### src/rtl/sgw_pkg.sv
package sgw_pkg;
  localparam int unsigned WORD_W   = 32;
  localparam int unsigned CNT_W    = 31;
  localparam int unsigned FINAL_B  = 31;

  typedef enum logic [2:0] {
    ST_IDLE,
    ST_RD_CNT,
    ST_WT_CNT,
    ST_RD_PTR,
    ST_WT_PTR,
    ST_SEG
  } sgw_state_e;
endpackage

### src/rtl/sgw_len_acc.sv
module sgw_len_acc #(
  parameter int unsigned CNT_W = 31,
  parameter int unsigned TOT_W = 32,
  parameter int unsigned SUM_W = 37
) (
  input  logic             clk,
  input  logic             rst,
  input  logic             clr,
  input  logic [TOT_W-1:0] tot_in,
  input  logic             add_en,
  input  logic [CNT_W-1:0] add_val,
  output logic             match
);
  logic [SUM_W-1:0] sum_q;
  logic [TOT_W-1:0] tot_q;

  always_ff @(posedge clk) begin
    if (rst) begin
      sum_q <= '0;
      tot_q <= '0;
    end else if (clr) begin
      sum_q <= '0;
      tot_q <= tot_in;
    end else if (add_en) begin
      sum_q <= sum_q + SUM_W'(add_val);
    end
  end

  assign match = (sum_q == SUM_W'(tot_q));

  // the running sum never shrinks within a job
  a_r8_sum_grows: assert property (@(posedge clk) disable iff (rst)
    (!clr && add_en) |=> (sum_q >= $past(sum_q)));
endmodule

### src/rtl/sgw_seg_slot.sv
module sgw_seg_slot #(
  parameter int unsigned AW = 32,
  parameter int unsigned CW = 31
) (
  input  logic          clk,
  input  logic          rst,
  input  logic          load,
  input  logic [AW-1:0] ld_addr,
  input  logic [CW-1:0] ld_len,
  input  logic          ready,
  output logic          valid,
  output logic [AW-1:0] addr,
  output logic [CW-1:0] len,
  output logic          taken
);
  always_ff @(posedge clk) begin
    if (rst) begin
      valid <= 1'b0;
      addr  <= '0;
      len   <= '0;
    end else if (load) begin
      valid <= 1'b1;
      addr  <= ld_addr;
      len   <= ld_len;
    end else if (valid && ready) begin
      valid <= 1'b0;
    end
  end

  assign taken = valid && ready;

  // an offered segment is held unchanged until accepted
  a_r3_hold_stable: assert property (@(posedge clk) disable iff (rst)
    (valid && !ready) |=> (valid && $stable(addr) && $stable(len)));
endmodule

### src/rtl/sg_desc_walker.sv
module sg_desc_walker #(
  parameter int unsigned ADDR_W   = 32,
  parameter int unsigned TOT_W    = 32,
  parameter int unsigned MAX_DESC = 32
) (
  input  logic                      clk,
  input  logic                      rst,
  input  logic                      start,
  input  logic [ADDR_W-1:0]         list_base,
  input  logic [TOT_W-1:0]          total_len,
  output logic                      busy,
  output logic                      done,
  output logic                      err,
  output logic                      mem_req_valid,
  input  logic                      mem_req_ready,
  output logic [ADDR_W-1:0]         mem_req_addr,
  input  logic                      mem_rsp_valid,
  input  logic [sgw_pkg::WORD_W-1:0] mem_rsp_data,
  output logic                      seg_valid,
  input  logic                      seg_ready,
  output logic [ADDR_W-1:0]         seg_addr,
  output logic [sgw_pkg::CNT_W-1:0] seg_len
);
  import sgw_pkg::*;

  localparam int unsigned IDX_W  = (MAX_DESC > 1) ? $clog2(MAX_DESC) : 1;
  localparam int unsigned RAW_W  = CNT_W + IDX_W + 1;
  localparam int unsigned SUM_W  = (RAW_W > TOT_W) ? RAW_W : TOT_W;
  localparam logic [IDX_W-1:0] LAST_IDX = IDX_W'(MAX_DESC - 1);
  localparam logic [ADDR_W-1:0] LIST_SPAN = ADDR_W'(MAX_DESC * 8);

  sgw_state_e          state_q;
  logic [ADDR_W-1:0]   base_q;
  logic [ADDR_W-1:0]   rd_addr_q;
  logic [IDX_W-1:0]    idx_q;
  logic [WORD_W-1:0]   cnt_word_q;
  logic                done_q;
  logic                err_q;

  logic                aligned;
  logic                accept;
  logic                rsp_ptr;
  logic                cnt_zero;
  logic                step;
  logic                at_cap;
  logic                slot_load;
  logic                seg_taken;
  logic                sum_match;

  assign aligned   = (list_base[1:0] == 2'b00);
  assign accept    = (state_q == ST_IDLE) && start && aligned;
  assign rsp_ptr   = (state_q == ST_WT_PTR) && mem_rsp_valid;
  assign cnt_zero  = (cnt_word_q[CNT_W-1:0] == '0);
  assign slot_load = rsp_ptr && !cnt_zero;
  assign step      = (rsp_ptr && cnt_zero) || ((state_q == ST_SEG) && seg_taken);
  assign at_cap    = (idx_q == LAST_IDX);

  sgw_len_acc #(
    .CNT_W (CNT_W),
    .TOT_W (TOT_W),
    .SUM_W (SUM_W)
  ) u_acc (
    .clk     (clk),
    .rst     (rst),
    .clr     (accept),
    .tot_in  (total_len),
    .add_en  (rsp_ptr),
    .add_val (cnt_word_q[CNT_W-1:0]),
    .match   (sum_match)
  );

  sgw_seg_slot #(
    .AW (ADDR_W),
    .CW (CNT_W)
  ) u_slot (
    .clk     (clk),
    .rst     (rst),
    .load    (slot_load),
    .ld_addr (mem_rsp_data[ADDR_W-1:0]),
    .ld_len  (cnt_word_q[CNT_W-1:0]),
    .ready   (seg_ready),
    .valid   (seg_valid),
    .addr    (seg_addr),
    .len     (seg_len),
    .taken   (seg_taken)
  );

  always_ff @(posedge clk) begin
    if (rst) begin
      state_q    <= ST_IDLE;
      base_q     <= '0;
      rd_addr_q  <= '0;
      idx_q      <= '0;
      cnt_word_q <= '0;
      done_q     <= 1'b0;
      err_q      <= 1'b0;
    end else begin
      done_q <= 1'b0;
      err_q  <= 1'b0;
      unique case (state_q)
        ST_IDLE: begin
          if (start && !aligned) begin
            done_q <= 1'b1;
            err_q  <= 1'b1;
          end else if (accept) begin
            base_q    <= list_base;
            rd_addr_q <= list_base;
            idx_q     <= '0;
            state_q   <= ST_RD_CNT;
          end
        end
        ST_RD_CNT: if (mem_req_ready) state_q <= ST_WT_CNT;
        ST_WT_CNT: begin
          if (mem_rsp_valid) begin
            cnt_word_q <= mem_rsp_data;
            rd_addr_q  <= rd_addr_q + ADDR_W'(4);
            state_q    <= ST_RD_PTR;
          end
        end
        ST_RD_PTR: if (mem_req_ready) state_q <= ST_WT_PTR;
        ST_WT_PTR: if (slot_load) state_q <= ST_SEG;
        ST_SEG:    ;
        default:   state_q <= ST_IDLE;
      endcase

      if (step) begin
        if (cnt_word_q[FINAL_B]) begin
          done_q  <= 1'b1;
          err_q   <= !sum_match;
          state_q <= ST_IDLE;
        end else if (at_cap) begin
          done_q  <= 1'b1;
          err_q   <= 1'b1;
          state_q <= ST_IDLE;
        end else begin
          idx_q     <= idx_q + IDX_W'(1);
          rd_addr_q <= rd_addr_q + ADDR_W'(4);
          state_q   <= ST_RD_CNT;
        end
      end
    end
  end

  assign busy          = (state_q != ST_IDLE);
  assign done          = done_q;
  assign err           = err_q;
  assign mem_req_valid = (state_q == ST_RD_CNT) || (state_q == ST_RD_PTR);
  assign mem_req_addr  = rd_addr_q;

  // fetching and an unaccepted segment never overlap
  a_r6_no_fetch_while_seg: assert property (@(posedge clk) disable iff (rst)
    !(mem_req_valid && seg_valid));
  // every descriptor read is word aligned
  a_r2_word_aligned: assert property (@(posedge clk) disable iff (rst)
    mem_req_valid |-> (mem_req_addr[1:0] == 2'b00));
  // reads never go beyond the capped list
  a_r7_within_cap: assert property (@(posedge clk) disable iff (rst)
    mem_req_valid |-> ((mem_req_addr - base_q) < LIST_SPAN));
  // zero-count descriptors never reach the output
  a_r5_no_empty_seg: assert property (@(posedge clk) disable iff (rst)
    seg_valid |-> (seg_len != '0));
  // done is a single-cycle pulse, err only with done, idle at done
  a_r11_done_pulse: assert property (@(posedge clk) disable iff (rst)
    done |=> !done);
  a_r11_err_with_done: assert property (@(posedge clk) disable iff (rst)
    err |-> done);
  a_r11_idle_at_done: assert property (@(posedge clk) disable iff (rst)
    done |-> !busy);
  // a misaligned base fails at once without becoming busy
  a_r9_misaligned: assert property (@(posedge clk) disable iff (rst)
    (start && !busy && (list_base[1:0] != 2'b00)) |=> (done && err && !busy));
endmodule

### config.mk
export PLATFORM = sky130hd
export DESIGN_NAME = sg_desc_walker
export DESIGN_NICKNAME = d
export VERILOG_FILES = /design/src/rtl/sgw_pkg.sv /design/src/rtl/sgw_len_acc.sv /design/src/rtl/sgw_seg_slot.sv /design/src/rtl/sg_desc_walker.sv
export SDC_FILE = /design/constraint.sdc
export NUM_CORES = 1
export LEC_CHECK = 0
export BUFFER_PORTS_ARGS = -buffer_cell sky130_fd_sc_hd__buf_2
export CORE_MARGIN = 2
export CORE_UTILIZATION = 45
export CTS_BUF_LIST = sky130_fd_sc_hd__clkbuf_16
export DETAILED_ROUTE_END_ITERATION = 10
export PLACE_DENSITY = 0.82
export SLEW_MARGIN = 10
export SYNTH_ARGS = -nofsm -noshare
export SYNTH_HDL_FRONTEND = slang
export SYNTH_HIERARCHICAL = 1
export SYNTH_SLANG_ARGS = --single-unit
### constraint.sdc
create_clock -name clk -period 2.8 [get_ports clk]
set_clock_uncertainty 0.1 [all_clocks]
set_input_delay 0 -clock clk [delete_from_list [all_inputs] [get_ports clk]]
set_output_delay 0 -clock clk [all_outputs]
set_load 0.02 [all_outputs]
## Word level (Yosys, flattened, before mapping)

Cells that the tools add are included.
W data, S select, Z words.

- Input port bits: 102
- Word-level logic and storage cells: 81
- Bits in registers: 207
- Output and inout port bits: 100

- $add $sub $neg: 3
- Reduce and logical (&&, ||, !) cells: 21
- Muxes and demuxes: 32
- Equal/unequal tests: 14

Operator list:

| kind | count |
|---|---|
| $mux W32 | 6 |
| $pmux W32 S2 | 1 |
| $add A37 B31 Y37 | 1 |
| $eq A37 B32 Y1 | 1 |
| $add A32 B3 Y32 const B | 1 |
| $logic_not A31 Y1 | 1 |
| $mux W5 | 6 |
| $mux W3 | 7 |
| $ne A3 B3 Y1 const B | 6 |
| $pmux W3 S6 | 1 |
| $mux W1 | 11 |
| $logic_and A1 B1 Y1 | 8 |
| $reduce_and A7 Y1 | 1 |
| $eq A3 B2 Y1 const B | 2 |
| $eq A3 B3 Y1 const B | 2 |
| $add A5 B1 Y5 const B | 1 |
| $eq A5 B5 Y1 const B | 1 |
| $eq A3 B1 Y1 const B | 1 |
| $logic_not A1 Y1 | 3 |
| $logic_not A3 Y1 | 1 |
| $reduce_bool A3 Y1 | 1 |
| $logic_not A2 Y1 | 1 |
| $logic_or A1 B1 Y1 | 2 |
| $ne A2 B2 Y1 const B | 1 |
| other kinds (3) | 3 |

## Longest topological paths before layout

- Word-level depth: 9
- Mapped depth: 11
- Depth with buffers taken out: 10

## Modules after synthesis

Netlist, hierarchy kept.

Modules (own cells, without submodules):

| module | cells an instance | sequential area each (µm²) | times used | area an instance (µm²) |
|---|---|---|---|---|
| sgw_len_acc | 531 | 1381.3 | 1 | 4647.0 |
| sg_desc_walker | 445 | 1481.4 | 1 | 3593.4 |
| sgw_seg_slot | 208 | 1281.2 | 1 | 2299.7 |

## Worst setup path before layout

Ideal clock, no wire load.

- Path type: reg2reg
- Start: register state_q[1]
- End: register u_acc.sum_q[30]
- Period minus slack after synthesis: 2.818 ns
- Setup time: 0.122 ns
- Required time: 2.578 ns
- Setup slack: -0.018 ns
- Path buffers: 4
- Stages on the path, launching flop included: 12
- Data arrival time: 2.596 ns
- Cell sequence: dfxtp_1 > buf_6 > or4b_1 > or3_1 > buf_6 > clkinv_4 > clkbuf_1 > or2_2 > clkbuf_1 > or3_1 > mux2i_1 > a311o_1

- Word-level cells in the longest chain between the ends: 4
- Elaborated cells between the ends (all ways): 6
- Those cells by class: 1 x eq/ne; 5 x reduce/logical

Ends and longest elaborated chain:

| element | line | RTL |
|---|---|---|
| start, declared | sg_desc_walker.sv:32 | `sgw_state_e state_q;` |
| start signal, assigned | sg_desc_walker.sv:90 | `state_q <= ST_IDLE;` |
| start signal, assigned | sg_desc_walker.sv:109 | `state_q <= ST_RD_CNT;` |
| start signal, assigned | sg_desc_walker.sv:112 | `ST_RD_CNT: if (mem_req_ready) state_q <= ST_WT_CNT;` |
| $logic_not A3 Y1 | sg_desc_walker.sv:51 | `assign accept = (state_q == ST_IDLE) && start && aligned;` |
| $logic_and A1 B1 Y1 (2 in a row) | sg_desc_walker.sv:51 |  |
| net accept | sg_desc_walker.sv:41 | `logic accept;` |
| $reduce_or A2 Y1 (no line) | -- |  |
| end signal, assigned | sgw_len_acc.sv:25 | `sum_q <= sum_q + SUM_W'(add_val);` |
| end, declared | sgw_len_acc.sv:14 | `logic [SUM_W-1:0] sum_q;` |

The timed path passes the listed nets, and every way through them passes these cells.
A chain may end at the register's enable or synchronous reset.

## Worst setup path after layout

- Start: register u_acc.sum_q[0]
- End: register u_acc.sum_q[30]

- Word-level cells in the longest chain between the ends: 1

Ends and longest elaborated chain:

| element | line |
|---|---|
| $add A37 B31 Y37 | sgw_len_acc.sv:25 |

Every way passes these cells.

==> out/metrics.yaml <==
detailed_routing:
  wl_met1_mm: 13.2
  drcViolationCount: 0
  wire_per_inst_um: 17.2
  ant_nets: 0
  drt_iter0_drc: 838
  wl_met3_mm: 1.79
  vias: 10000
  viasPerCell: 5.51
  routed_wl_mm: 31.3
  wl_met2_mm: 15.1
  topRoutingLayerUsed: "met4"
  first_pass_iters: 5
worst_setup_path:
  rr_worst_depth: 10
  cp_num_buf_inv: 0
  endpoint_kind: "flip-flop"
  cpPeakStageDelay_ns: 0.36
  cp_slowest_cell: "fa_2"
  critical_path.cell_chain: "ha_1, fa_2, a21o_1, a31o_2, nand3_2, nand3_2, a41o_4, and3_1, mux2i_1, a311o_1"
  cp_max_fo: 4
  critPathTopFamily: "compound AO/OA/AOI/OAI gates"
  crit_top_cell: "nand3_2"
  required_ns: 3.12
  crit_arrival_ns: 3.05
  cp-start-kind: "flip-flop"
  crit_type: "flip-flop to flip-flop"
  cp.depth: 10
grt:
  antenna_found_initial: 1
  grt_start_max_net_pins: 95
  overflow: 0
  grt_pass1_vias: 9714
  grt_pass1_wl_mm: 48.8
  track_usage: 0.245
yosys:
  syn_inst: 1184
  synth_area_leaders: "dfxtp_1, mux2i_1, nor2_1"
  synth.largest_area_cell: "dfxtp_1"
  synth_ff_type: "dfxtp_1"
  syn_area_um2: 10500
  synth_edf_count: 0
  synth_top_area_frac: 0.393
  synth.distinct_cells: 76
  ys_ff_latch: 207
  async_reset_ff_frac: 0
  syn_nets: 1321
  ys_seq_area_frac: 0.393
  syn_area_per_cell_um2: 8.90
  yosys_warnings: 6
sta:
  tightest_slew_ns: 0.944
  setup_viol: 0
  finalCritPeriodShare: 0.973
  fin_setup_tns_ns: 0
  drv_slew: 0
  max_slew_margin: 0.371
  final_hold_viol_count: 0
  rsz0062_at_grt: "no"
  setup_slack_ns: 0.0766
  max_freq_mhz: 367
  period_minus_slack_ns: 2.72
  holdWs_ns: 0.0774
pwr:
  sw_frac_of_total: 0.300
  p_int_uw: 5220
  ir_drop_uv: 575
  p_total_uw: 7460
  pwr-share-seq: 0.432
  pwr-share-clk: 0.381
  cellPowerDensity_nw_per_um2: 549
  p_leak_uw: 0.00572
  switchingPower_uw: 2240
  comb_power_share: 0.187
clock_tree:
  tritoncts: "built"
  cts_htree_levels: 1
  clk_pin_slew_ns: 0.06
  cts_sinks: 207
  cts-root-buf: "clkbuf_16"
  clk_latency_ns: 0.53
  clk_path_buf_depth: 3
  cts-buffers-inserted: 24
placement:
  place_congestion: 0.896
  pre_cts_slack_ns: 0.00563
  dpl.hpwl_mm: 21.0
  numPortBuffers: 201
cells_and_area:
  fillers: 1967
  drive_gt1_frac: 0.214
  layout_commonest_cell: "dfxtp_1"
  area_growth_pct: 29.1
  most-common-layout-cells: "dfxtp_1, buf_2, nor2_1"
  nets: 1620
min_path:
  whs_path_depth: 5
  hold_path.class: "primary input to flip-flop"
die:
  pin_count: 202
  core-area_um2: 23300
  die-height_um: 157
  rows: 56
  fp.dieW_um: 157
  die_area_um2: 24700
  initial_utilization: 0.453
job:
  drv_cap: 0
run_status:
  status: "complete, no violations"
==> Yosys cell counts, drive strengths merged (8+ instances only) <==
library cell  count
nor4             14
or2              12
clkbuf           29
nand3            38
and3              9
o21ai            30
a21o             29
dfxtp           207
mux2i           118
nor2            148
xor2             20
a21oi            98
xnor2            35
or3              24
and4             10
inv              17
buf              39
nand2           118
nor3             20
a211oi            8
nand4            22
ha               34
a221o            16
==> power by group through the flow <==
stage          clock network [µW]  registers, µW  logic (µW)
6_report                     2850           3230        1390
5_1_grt                      2990           3240        1500
4_1_cts                      2890           3220        1360
3_5_place_dp                    0           3290        1250
3_3_place_gp                    0           3280        1230
2_1_floorplan                   0           3300         801
==> sequential cells by signal, indices dropped and copies added, names as in the netlist <==
signal and count:
u_acc/sum_q 37, cnt_word_q 32, mem_req_addr 32, u_acc/tot_q 32
u_slot/addr 32, u_slot/len 31, idx_q 5, state_q 3
done 1, err 1, u_slot/valid 1
==> routing by layer <==
layer	global-route usage	vias up
li1	-	4847
met3	0.0471	99
met2	0.421	380
met4	0.108	0
met1	0.298	4712
met5	0	-
==> worst paths after layout <==
kind                   startpoint         endpoint  slack (ns)
setup / recovery   u_acc/sum_q[0]  u_acc/sum_q[30]        0.08
hold / removal      mem_req_ready       state_q[1]        0.08
setup reg to reg   u_acc/sum_q[0]  u_acc/sum_q[30]        0.08
hold reg to reg   mem_req_addr[1]  mem_req_addr[1]        0.38
==> what timing repair did <==
action	in CTS	in global routing
pin swaps	1	2
hold buffers	101	0
gates cloned	0	0
gates resized for setup	0	12
setup endpoints to repair	1	27
endpoints found under the hold margin	131	0
setup buffers	0	2
==> worst register-to-register path: cells and delay by family (launching register included) <==
kind                       cells  cell delay, ns
DFF                            1            0.34
muxes                          1            0.11
and+or+nand+nor                3            0.38
AOI/OAI and AO/OA              4            1.11
adders and majority gates      2            0.58
==> final cells by class <==
| class | count | area, µm² | area share |
|---|---|---|---|
| inverter | 18 | 72.6 | 0.00533 |
| sequential | 207 | 4150 | 0.305 |
| tap | 319 | 399 | 0.0293 |
| antenna | 1 | 2.50 | 0.000184 |
| timing repair buffer | 341 | 2320 | 0.171 |
| multi-input combinational | 891 | 5950 | 0.437 |
| clock buffer | 24 | 601 | 0.0441 |
| clock inverter | 20 | 113 | 0.00828 |
==> metrics by stage <==
step / cells / area, µm² / utilization
after floorplan: 1184 / 10500 / -
after global placement: 1673 / 11800 / 0.508
after detailed placement: 1673 / 11800 / 0.508
after CTS: 1818 / 13500 / 0.582
after global routing: 1821 / 13600 / 0.585
final: 1821 / 13600 / 0.585
==> kinds of logic after synthesis <==
group	share of synthesized area
AOI/OAI and AO/OA	0.161
adders and majority gates	0.0423
DFF	0.393
and+or+nand+nor	0.198
xor gates and xnor gates	0.0457
buffers and inverters	0.0477
muxes	0.112
No activity file was read; power rests on OpenSTA's default activity.
